### config.mk
export PLATFORM = sky130hd
export DESIGN_NAME = bus_cycle_gen
export DESIGN_NICKNAME = d
export VERILOG_FILES = /design/src/rtl/bus_cycle_gen_pkg.sv /design/src/rtl/bcg_phase.sv /design/src/rtl/bcg_req_pipe.sv /design/src/rtl/bcg_decode.sv /design/src/rtl/bus_cycle_gen.sv
export SDC_FILE = /design/constraint.sdc
export NUM_CORES = 1
export LEC_CHECK = 0
export BUFFER_PORTS_ARGS = -buffer_cell sky130_fd_sc_hd__buf_2
export CAP_MARGIN = 20
export CORE_MARGIN = 4
export CORE_UTILIZATION = 54
export CTS_BUF_LIST = sky130_fd_sc_hd__clkbuf_4 sky130_fd_sc_hd__clkbuf_8
export DETAILED_ROUTE_END_ITERATION = 10
export PLACE_DENSITY = 0.81
export SYNTH_ARGS = -nofsm -noshare
export SYNTH_HDL_FRONTEND = slang
export SYNTH_SLANG_ARGS = --single-unit
### constraint.sdc
create_clock -name clk -period 2.3 [get_ports clk]
set_input_delay 0.69 -clock clk [delete_from_list [all_inputs] [get_ports clk]]
set_output_delay 0.69 -clock clk [all_outputs]
set_load 0.02 [all_outputs]
### src/rtl/bus_cycle_gen_pkg.sv
package bus_cycle_gen_pkg;

    localparam int BUS_ADDR_W = 13;

    typedef enum logic {
        PH_ADDR = 1'b0,
        PH_DATA = 1'b1
    } phase_e;

    typedef struct packed {
        logic                  valid;
        logic                  rd;
        logic                  fetch;
        logic                  internal;
        logic                  ram;
        logic                  unused;
        logic [BUS_ADDR_W-1:0] addr;
    } bus_req_t;

    localparam bus_req_t IDLE_REQ = '0;

    // A request leaves the chip unless it targets an unused slot, or it is
    // internal and not remapped (RAM goes off-chip only in early mode).
    function automatic logic goes_offchip(bus_req_t r, logic early);
        return r.valid && !r.unused && (!r.internal || (early && r.ram));
    endfunction

endpackage

### src/rtl/bcg_phase.sv
module bcg_phase
    import bus_cycle_gen_pkg::*;
(
    input  logic   clk,
    input  logic   rst,
    input  logic   halt,
    output phase_e ph,
    output logic   ds,
    output logic   cyc_end
);

    phase_e ph_q;

    always_ff @(posedge clk) begin
        if (rst)
            ph_q <= PH_ADDR;
        else if (!halt)
            ph_q <= (ph_q == PH_ADDR) ? PH_DATA : PH_ADDR;
    end

    assign ph      = ph_q;
    assign ds      = (ph_q == PH_DATA) && !halt;
    assign cyc_end = (ph_q == PH_DATA) && !halt;

endmodule

### src/rtl/bcg_req_pipe.sv
module bcg_req_pipe
    import bus_cycle_gen_pkg::*;
(
    input  logic                  clk,
    input  logic                  rst,
    input  logic                  cyc_end,
    input  logic                  early,
    input  bus_req_t              req_in,
    output bus_req_t              cur_q,
    output logic                  lead_valid,
    output logic                  lead_rd,
    output logic                  lead_fetch,
    output logic [BUS_ADDR_W-1:0] lead_addr
);

    bus_req_t nxt_q;
    bus_req_t cur_r;
    bus_req_t lead;

    // Stage 1 holds the lookahead request, stage 2 the transfer request.
    always_ff @(posedge clk) begin
        if (rst) begin
            nxt_q <= IDLE_REQ;
            cur_r <= IDLE_REQ;
        end else if (cyc_end) begin
            nxt_q <= req_in;
            cur_r <= nxt_q;
        end
    end

    always_comb begin
        lead = early ? nxt_q : cur_r;
    end

    assign cur_q      = cur_r;
    assign lead_valid = lead.valid;
    assign lead_rd    = lead.rd;
    assign lead_fetch = lead.fetch;
    assign lead_addr  = lead.addr;

endmodule

### src/rtl/bcg_decode.sv
module bcg_decode
    import bus_cycle_gen_pkg::*;
(
    input  logic                  early,
    input  logic                  halt,
    input  phase_e                ph,
    input  bus_req_t              cur,
    input  logic                  lead_valid,
    input  logic                  lead_rd,
    input  logic                  lead_fetch,
    input  logic [BUS_ADDR_W-1:0] lead_addr,
    output logic [BUS_ADDR_W-1:0] bus_addr,
    output logic                  ce_n,
    output logic                  rd_n,
    output logic                  we_n,
    output logic                  fs,
    output logic                  db_oe
);

    logic ext_cur;
    logic data_ph;
    logic ext_read;

    always_comb begin
        ext_cur  = goes_offchip(cur, early);
        data_ph  = (ph == PH_DATA) && !halt;
        ext_read = ext_cur && cur.rd;

        bus_addr = lead_addr;
        fs       = lead_valid && lead_fetch;
        ce_n     = !ext_cur;
        we_n     = !(ext_cur && !cur.rd && data_ph);
        if (early)
            rd_n = !(lead_valid && lead_rd);
        else
            rd_n = !ext_read;
        db_oe    = data_ph && !ext_read;
    end

endmodule

### src/rtl/bus_cycle_gen.sv
module bus_cycle_gen
    import bus_cycle_gen_pkg::*;
(
    input  logic                  clk,
    input  logic                  rst,
    input  logic                  early_mode,
    input  logic                  halt,
    input  logic                  req_valid,
    input  logic [BUS_ADDR_W-1:0] req_addr,
    input  logic                  req_rd,
    input  logic                  req_fetch,
    input  logic                  req_internal,
    input  logic                  req_ram,
    input  logic                  req_unused,
    output logic [BUS_ADDR_W-1:0] bus_addr,
    output logic                  ce_n,
    output logic                  rd_n,
    output logic                  we_n,
    output logic                  fs,
    output logic                  ds,
    output logic                  db_oe
);

    phase_e                ph;
    logic                  cyc_end;
    bus_req_t              req_in;
    bus_req_t              cur_req;
    logic                  lead_valid;
    logic                  lead_rd;
    logic                  lead_fetch;
    logic [BUS_ADDR_W-1:0] lead_addr;

    always_comb begin
        req_in.valid    = req_valid;
        req_in.rd       = req_rd;
        req_in.fetch    = req_fetch;
        req_in.internal = req_internal;
        req_in.ram      = req_ram;
        req_in.unused   = req_unused;
        req_in.addr     = req_addr;
    end

    bcg_phase u_phase (
        .clk     (clk),
        .rst     (rst),
        .halt    (halt),
        .ph      (ph),
        .ds      (ds),
        .cyc_end (cyc_end)
    );

    bcg_req_pipe u_pipe (
        .clk        (clk),
        .rst        (rst),
        .cyc_end    (cyc_end),
        .early      (early_mode),
        .req_in     (req_in),
        .cur_q      (cur_req),
        .lead_valid (lead_valid),
        .lead_rd    (lead_rd),
        .lead_fetch (lead_fetch),
        .lead_addr  (lead_addr)
    );

    bcg_decode u_decode (
        .early      (early_mode),
        .halt       (halt),
        .ph         (ph),
        .cur        (cur_req),
        .lead_valid (lead_valid),
        .lead_rd    (lead_rd),
        .lead_fetch (lead_fetch),
        .lead_addr  (lead_addr),
        .bus_addr   (bus_addr),
        .ce_n       (ce_n),
        .rd_n       (rd_n),
        .we_n       (we_n),
        .fs         (fs),
        .db_oe      (db_oe)
    );

endmodule

==> flow_summary_export.csv, run 1 <==
group,metric,value,unit
power_and_ir_drop,power.switching,289.4,uW
global_routing,grt_pass1_wl,5561,um
global_routing,grt_remaining_overflow,0,
clocking,numCtsBuffers,5,
synthesis,yosys.area_share.simple,0.2191,
power_and_ir_drop,internal_power,883.5,uW
final_layout,area_delta_synth_final,16.16,%
worst_setup_path,critPathMaxStageDelay,0.29,ns
sta,finalCritPeriodShare,0.9718,
clocking,cts.sinks,39,
clocking,root_buffer,"clkbuf_4",
clocking,cts_setup_buffers,0,
power_and_ir_drop,seqPwrFrac,0.601,
sta,hold_viol_final,0,
power_and_ir_drop,power_density,627.1,nW/um2
floorplanning,rows,19,
worst_setup_path,critPathKind,"in -> out",
clocking,clock_path_buffers,2,
sta,min_period,2.235,ns
sta,fin_setup_tns,0,ns
sta,slew_headroom,0.6569,
detailed_routing,vias_per_cell,5.160,
final_layout,n_antenna_cell,0,
clocking,postCtsHoldBufs,0,
floorplanning,core,2805,um2
worst_setup_path,cp_slowest_cell,"or3_1",
synthesis,synth_area_per_cell,8.216,um2
floorplanning,initial_core_util,0.5740,
detailed_routing,drtPass1Iterations,5,
worst_setup_path,crit_path_frequent_cell,"buf_2",
detailed_routing,ant_nets,0,
clocking,cts_resized,0,
sta,max_freq,447.4,MHz
sta,rsz0062_at_grt,"false",
clocking,clk_pin_slew,0.10,ns
final_layout,drive_gt1_frac,0.3122,
placed_design,placed_cell_area,1814,um2
synthesis,synth_fa_ha_area_frac,0,
power_and_ir_drop,combPwrFrac,0.101,
power_and_ir_drop,irDropWorstVdd,0.0004908,V
floorplanning,die_height,62.61,um
synthesis,ys_types,21,
placed_design,place_congestion,0.7362,
detailed_routing,routed_wl,3142,um
worst_setup_path,crit_arrival,1.55,ns
synthesis,synth_area,1610,um2
worst_setup_path,worst_setup_path_start_kind,"input port",
clocking,cts_tree,"done",
min_path,holdCritPathClass,"reg -> reg",
floorplanning,num_io_pins,42,
floorplanning,die-area,3919,um2
worst_setup_path,worst_ep_required_time,1.61,ns
clocking,htree_levels,2,
synthesis,syn-num-nets,219,
global_routing,grt_pass1_vias,1272,
detailed_routing,vias,1383,
synthesis,synth_top_family_by_area,"simple AND/OR/NAND/NOR gates",
sta,setup_violations,0,
final_layout,fin_nets,260,
run,maxCapViolCount,0,
sta,skew,0.007069,ns
power_and_ir_drop,power_leakage,0.0007706,uW
status,status,"complete, no violations",
global_routing,antenna_found_initial,0,
floorplanning,die_w,62.61,um
power_and_ir_drop,p_sw_frac,0.2468,
synthesis,synth_cells,196,
final_layout,fin_util,0.6668,
synthesis,yosys_warnings,0,
worst_setup_path,path_cells,"buf_2, nand2_4, a21oi_4, inv_2, or3_1, buf_2",
placed_design,hpwlAfterDp,2146,um
global_routing,grt_max_degree,40,
synthesis,synth_mux_area_frac,0.09091,
synthesis,ys_seq_area_frac,0.4848,
sta,slew_viol_final,0,
clocking,clkLatencyLatePin,0.34,ns
global_routing,track_usage,0.1768,
detailed_routing,wire_per_inst,11.72,um
detailed_routing,first_iter_violations,56,
placed_design,port_buffers,41,
detailed_routing,drc,0,
worst_setup_path,path_max_fanout,5,
synthesis,synth_compound_area_frac,0.1383,
final_layout,fill_cells,256,
synthesis,synth_seq_cells,39,
sta,tightest_slew,0.5146,ns
power_and_ir_drop,power.share.clock,0.298,
sta,hold_ws,0.4601,ns
final_layout,design_area,1871,um2
worst_setup_path,setup.worst_path.end_class,"output port",
synthesis,synth_xor_xnor_area_share,0,
metal layers:
layer	up-vias	GRT usage	wire, um
met5	-	0	0
li1	719	-	-
met3	10	0.05935	240
met4	0	0.09091	79
met2	42	0.2850	1392
met1	612	0.2081	1430
flip-flops by register name (all words and copies together), names as in the netlist:
signal        count
u_pipe.cur_q     19
u_pipe.nxt_q     19
u_phase.ph        1
synthesized netlist by cell type, drive strengths merged:
cell    count  area share
clkbuf      2      0.0047
a21oi      40        0.13
nor3        1      0.0031
mux2       13       0.091
dfxtp      39        0.48
a31oi       1      0.0039
nand2b      2       0.012
nand2      78        0.19
or3         1      0.0039
buf        13       0.057
and2b       1      0.0047
nor4b       1      0.0054
nand3       1      0.0031
o21ai       1      0.0031
inv         2      0.0047
area by class of cell:
| class | instances | area [um2] | area share |
|---|---|---|---|
| Multi-Input combinational cell | 140 | 721.9 | 0.3860 |
| Sequential cell | 39 | 780.7 | 0.4174 |
| Timing Repair Buffer | 49 | 265.3 | 0.1418 |
| Clock inverter | 1 | 5.005 | 0.002676 |
| Inverter | 2 | 7.507 | 0.004013 |
| Tap cell | 31 | 38.79 | 0.02074 |
| Clock buffer | 6 | 51.30 | 0.02742 |
logic make-up (layout without fill, tap and decap cells):
group,count (synthesis),after routing
simple gates,85,85
mux,13,13
flops,39,39
buf+inv,17,58
compound gates,42,42
cells in the final DEF, fill, tap and decap left out:
cell and instances:
clkbuf_4 5, o21ai_0 1, nor3_1 1, nand2b_1 1, clkbuf_8 1, buf_4 8
nand3_1 1, dfxtp_1 39, nand2b_4 1, nand2_4 1, inv_2 2, or3_1 1
mux2_2 13, clkinv_2 1, a31oi_1 1, a21oi_1 39, nor4b_1 1, nand2_1 77
buf_2 41, a21oi_4 1, and2b_1 1
worst max-delay path: cells and delay by family:
| family | cells | cell delay (ns) |
|---|---|---|
| AOI/OAI and AO/OA | 1 | 0.15 |
| and+or+nand+nor | 2 | 0.36 |
| buffers and inverters | 3 | 0.35 |
path summary, 6_finish.rpt:
path,from,slack [ns],cells past startpoint,end
setup / recovery,early_mode,0.06,6,we_n
hold / removal,u_pipe.cur_q[11],0.46,2,u_pipe.cur_q[11]
setup reg to reg,u_phase.ph,0.88,6,u_pipe.nxt_q[1]
hold reg to reg,u_pipe.cur_q[11],0.46,2,u_pipe.cur_q[11]
power groups by stage:
| stage | logic [uW] | registers (uW) | clock network, uW |
|---|---|---|---|
| 2_1_floorplan | 84.7 | 717 | 0 |
| 3_3_place_gp | 119 | 720 | 0 |
| 3_5_place_dp | 120 | 720 | 0 |
| 4_1_cts | 120 | 705 | 361 |
| 5_1_grt | 133 | 707 | 392 |
| 6_report | 119 | 705 | 350 |
per-stage QoR:
step | cells | power [uW] | worst slack [ns]
2_1_floorplan | 196 | 801.9 | 0.1166
3_3_place_gp | 261 | 838.5 | 0.07578
3_5_place_dp | 261 | 839.8 | 0.06101
4_1_cts | 268 | 1185 | 0.06115
5_1_grt | 268 | 1233 | 0.01504
6_report | 268 | 1173 | 0.06495
(Power assumes the default switching activity.)
==> run 2: changes to the inputs <==
Settings changed: CORE_UTILIZATION 54 to 55, SYNTH_HIERARCHICAL from default to 1.
==> flow_summary_export.csv, run 2 <==
group,metric,value,unit
sta,slew_viol_final,0,
synthesis,synth_xor_xnor_area_share,0,
global_routing,grt_remaining_overflow,0,
clocking,numCtsBuffers,5,
clocking,clkLatencyLatePin,0.32,ns
status,status,"complete, no violations",
detailed_routing,drtPass1Iterations,2,
sta,skew,0.005078,ns
final_layout,fin_nets,219,
synthesis,synth_area_leaders,"dfxtp_1 (43%), mux2i_1 (21%), mux2_4 (8.3%)",
clocking,cts_setup_buffers,0,
worst_setup_path,critPathKind,"in -> out",
placed_design,hpwlAfterDp,2211,um
synthesis,yosys.area_share.simple,0.1149,
final_layout,area_delta_synth_final,11.83,%
worst_setup_path,crit_path_start,"early_mode",
sta,hold_viol_final,0,
synthesis,synth_mux_area_frac,0.3287,
synthesis,syn-num-nets,192,
sta,slew_headroom,0.5573,
clocking,postCtsHoldBufs,0,
placed_design,port_buffers,41,
floorplanning,die-area,4292,um2
global_routing,track_usage,0.1577,
worst_setup_path,setup.worst_path.end_class,"output port",
placed_design,placedCellCount,233,
synthesis,synth_top_flop_cell,"dfxtp_1",
clocking,clock_path_buffers,2,
min_path,holdCritPathClass,"reg -> reg",
final_layout,design_area,2034,um2
detailed_routing,vias_per_cell,4.900,
synthesis,ys_types,23,
worst_setup_path,path_max_fanout,6,
detailed_routing,drc,0,
synthesis,synth-async-reset-ratio,0,
global_routing,grt_pass1_vias,1208,
min_path,worstHoldStart,"u_pipe/cur_q[11]",
detailed_routing,routed_wl,3099,um
synthesis,synth_area,1819,um2
final_layout,fin_cells,241,
global_routing,grt_max_degree,40,
clocking,cts.sinks,39,
final_layout,n_antenna_cell,0,
detailed_routing,vias,1181,
floorplanning,rows,20,
synthesis,synth_top_family_by_area,"multiplexers",
floorplanning,die_w,65.51,um
worst_setup_path,r2r_start,"u_phase/ph",
worst_setup_path,worst_setup_path_start_kind,"input port",
power_and_ir_drop,power_density,607.4,nW/um2
floorplanning,initial_core_util,0.5863,
synthesis,synth_seq_cells,39,
global_routing,grt_pass1_wl,5326,um
synthesis,synth_edf_count,0,
clocking,root_buffer,"clkbuf_4",
sta,rsz0062_at_grt,"true",
floorplanning,core,3103,um2
floorplanning,die_height,65.51,um
worst_setup_path,worst_ep_required_time,1.61,ns
synthesis,synthTopCellsByCount,"dfxtp_1 (39), nor2_1 (39), mux2i_1 (38)",
global_routing,antenna_found_initial,0,
clocking,cts_tree,"done",
sta,finalCritPeriodShare,0.9887,
sta,min_period,2.274,ns
power_and_ir_drop,power_leakage,0.0008807,uW
detailed_routing,ant_nets,0,
sta,setup_violations,0,
synthesis,synth_top_area_share,0.4292,
synthesis,netlist.top_cell.by_area,"dfxtp_1",
synthesis,synth_compound_area_frac,0.01719,
synthesis,synth_area_per_cell,10.76,um2
final_layout,drive_gt1_frac,0.3503,
synthesis,synth_fa_ha_area_frac,0,
clocking,clk_pin_slew,0.11,ns
placed_design,place_congestion,0.8066,
worst_setup_path,crit_arrival,1.58,ns
detailed_routing,first_iter_violations,35,
sta,max_freq,439.7,MHz
floorplanning,num_io_pins,42,
synthesis,synth_cells,169,
clocking,htree_levels,2,
synthesis,yosys_warnings,6,
sta,tightest_slew,0.6641,ns
detailed_routing,wire_per_inst,12.86,um
synthesis,ys_seq_area_frac,0.4292,
power_and_ir_drop,irDropWorstVdd,0.0003931,V
final_layout,final_cell_mix,"buf_2 (39), nor2_1 (39), dfxtp_1 (39)",
placed_design,placed_cell_area,1933,um2
run,maxCapViolCount,0,
## run 2: cell count changes after synthesis, sizes merged, moves of 2 or more
cell	before	now
and2b	1	3
nand2	78	1
nor2	0	39
mux2	13	16
mux2i	0	38
nand2b	2	0
buf	13	22
a21oi	40	0
## run 2: worst max-delay path: stages
cell and delay, ns:
buf_8 0.11, mux2_4 0.30, and3_4 0.19, a31oi_4 0.16, buf_6 0.14
## run 2: timing repair
action / 4_1_cts / 5_1_grt
endpoints found under the setup margin: 2 / 1
pin swaps: 0 / 1
resized for setup: 4 / 5
## run 2: logic make-up after synthesis
| logic type | count (synthesis) |
|---|---|
| muxes | 54 |
| and+or+nand+nor | 48 |
| buffers and inverters | 25 |
| AOI/OAI and AO/OA | 3 |
| DFF | 39 |
## run 2: power breakdown
| part | total, uW | switching [uW] | leakage, uW | internal, uW |
|---|---|---|---|---|
| Combinational | 140 | 70.8 | 0.000523 | 69.4 |
| Sequential | 706 | 12.8 | 0.000316 | 693 |
| Clock | 389 | 197 | 0.0000420 | 192 |
| Total | 1240 | 281 | 0.000881 | 955 |
## run 2: layout make-up
type                    instances  area [um2]
repair buffers                 44       256.5
flip-flops and latches         39       780.7
inverters                       1       3.754
clock buffers                   8       72.57
multi-input cells             105       865.8
fillers                       259        1069
well taps                      44       55.05
## run 2: through the flow
stage / util / power [uW] / hold WS, ns / setup slack (ns) / setup TNS (ns)
2_1_floorplan: - / 835.2 / 0.4527 / 0.03102 / 0
3_3_place_gp: 0.6230 / 854.7 / 0.4680 / -0.03116 / -0.03116
3_5_place_dp: 0.6230 / 860.2 / 0.4852 / -0.05980 / -0.06084
4_1_cts: 0.6508 / 1246 / 0.5125 / 0.01175 / 0
5_1_grt: 0.6556 / 1285 / 0.5332 / -0.003760 / -0.003760
6_report: 0.6556 / 1236 / 0.5062 / 0.02597 / 0
## run 2: path summary, 6_finish.rpt
| check | to | slack (ns) | depth (start not counted) |
|---|---|---|---|
| max | rd_n | 0.03 | 5 |
| min | u_pipe/cur_q[11] | 0.51 | 2 |
| max reg2reg | u_pipe/cur_q[14] | 1.04 | 4 |
| min reg2reg | u_pipe/cur_q[11] | 0.51 | 2 |
## run 2: per-layer routing
layer	global-route usage	vias to the layer above	routed length, um
met3	0.04103	2	142
met2	0.3009	24	1645
met1	0.1742	549	1299
li1	-	606	-
met5	0	-	0
met4	0.03109	0	11
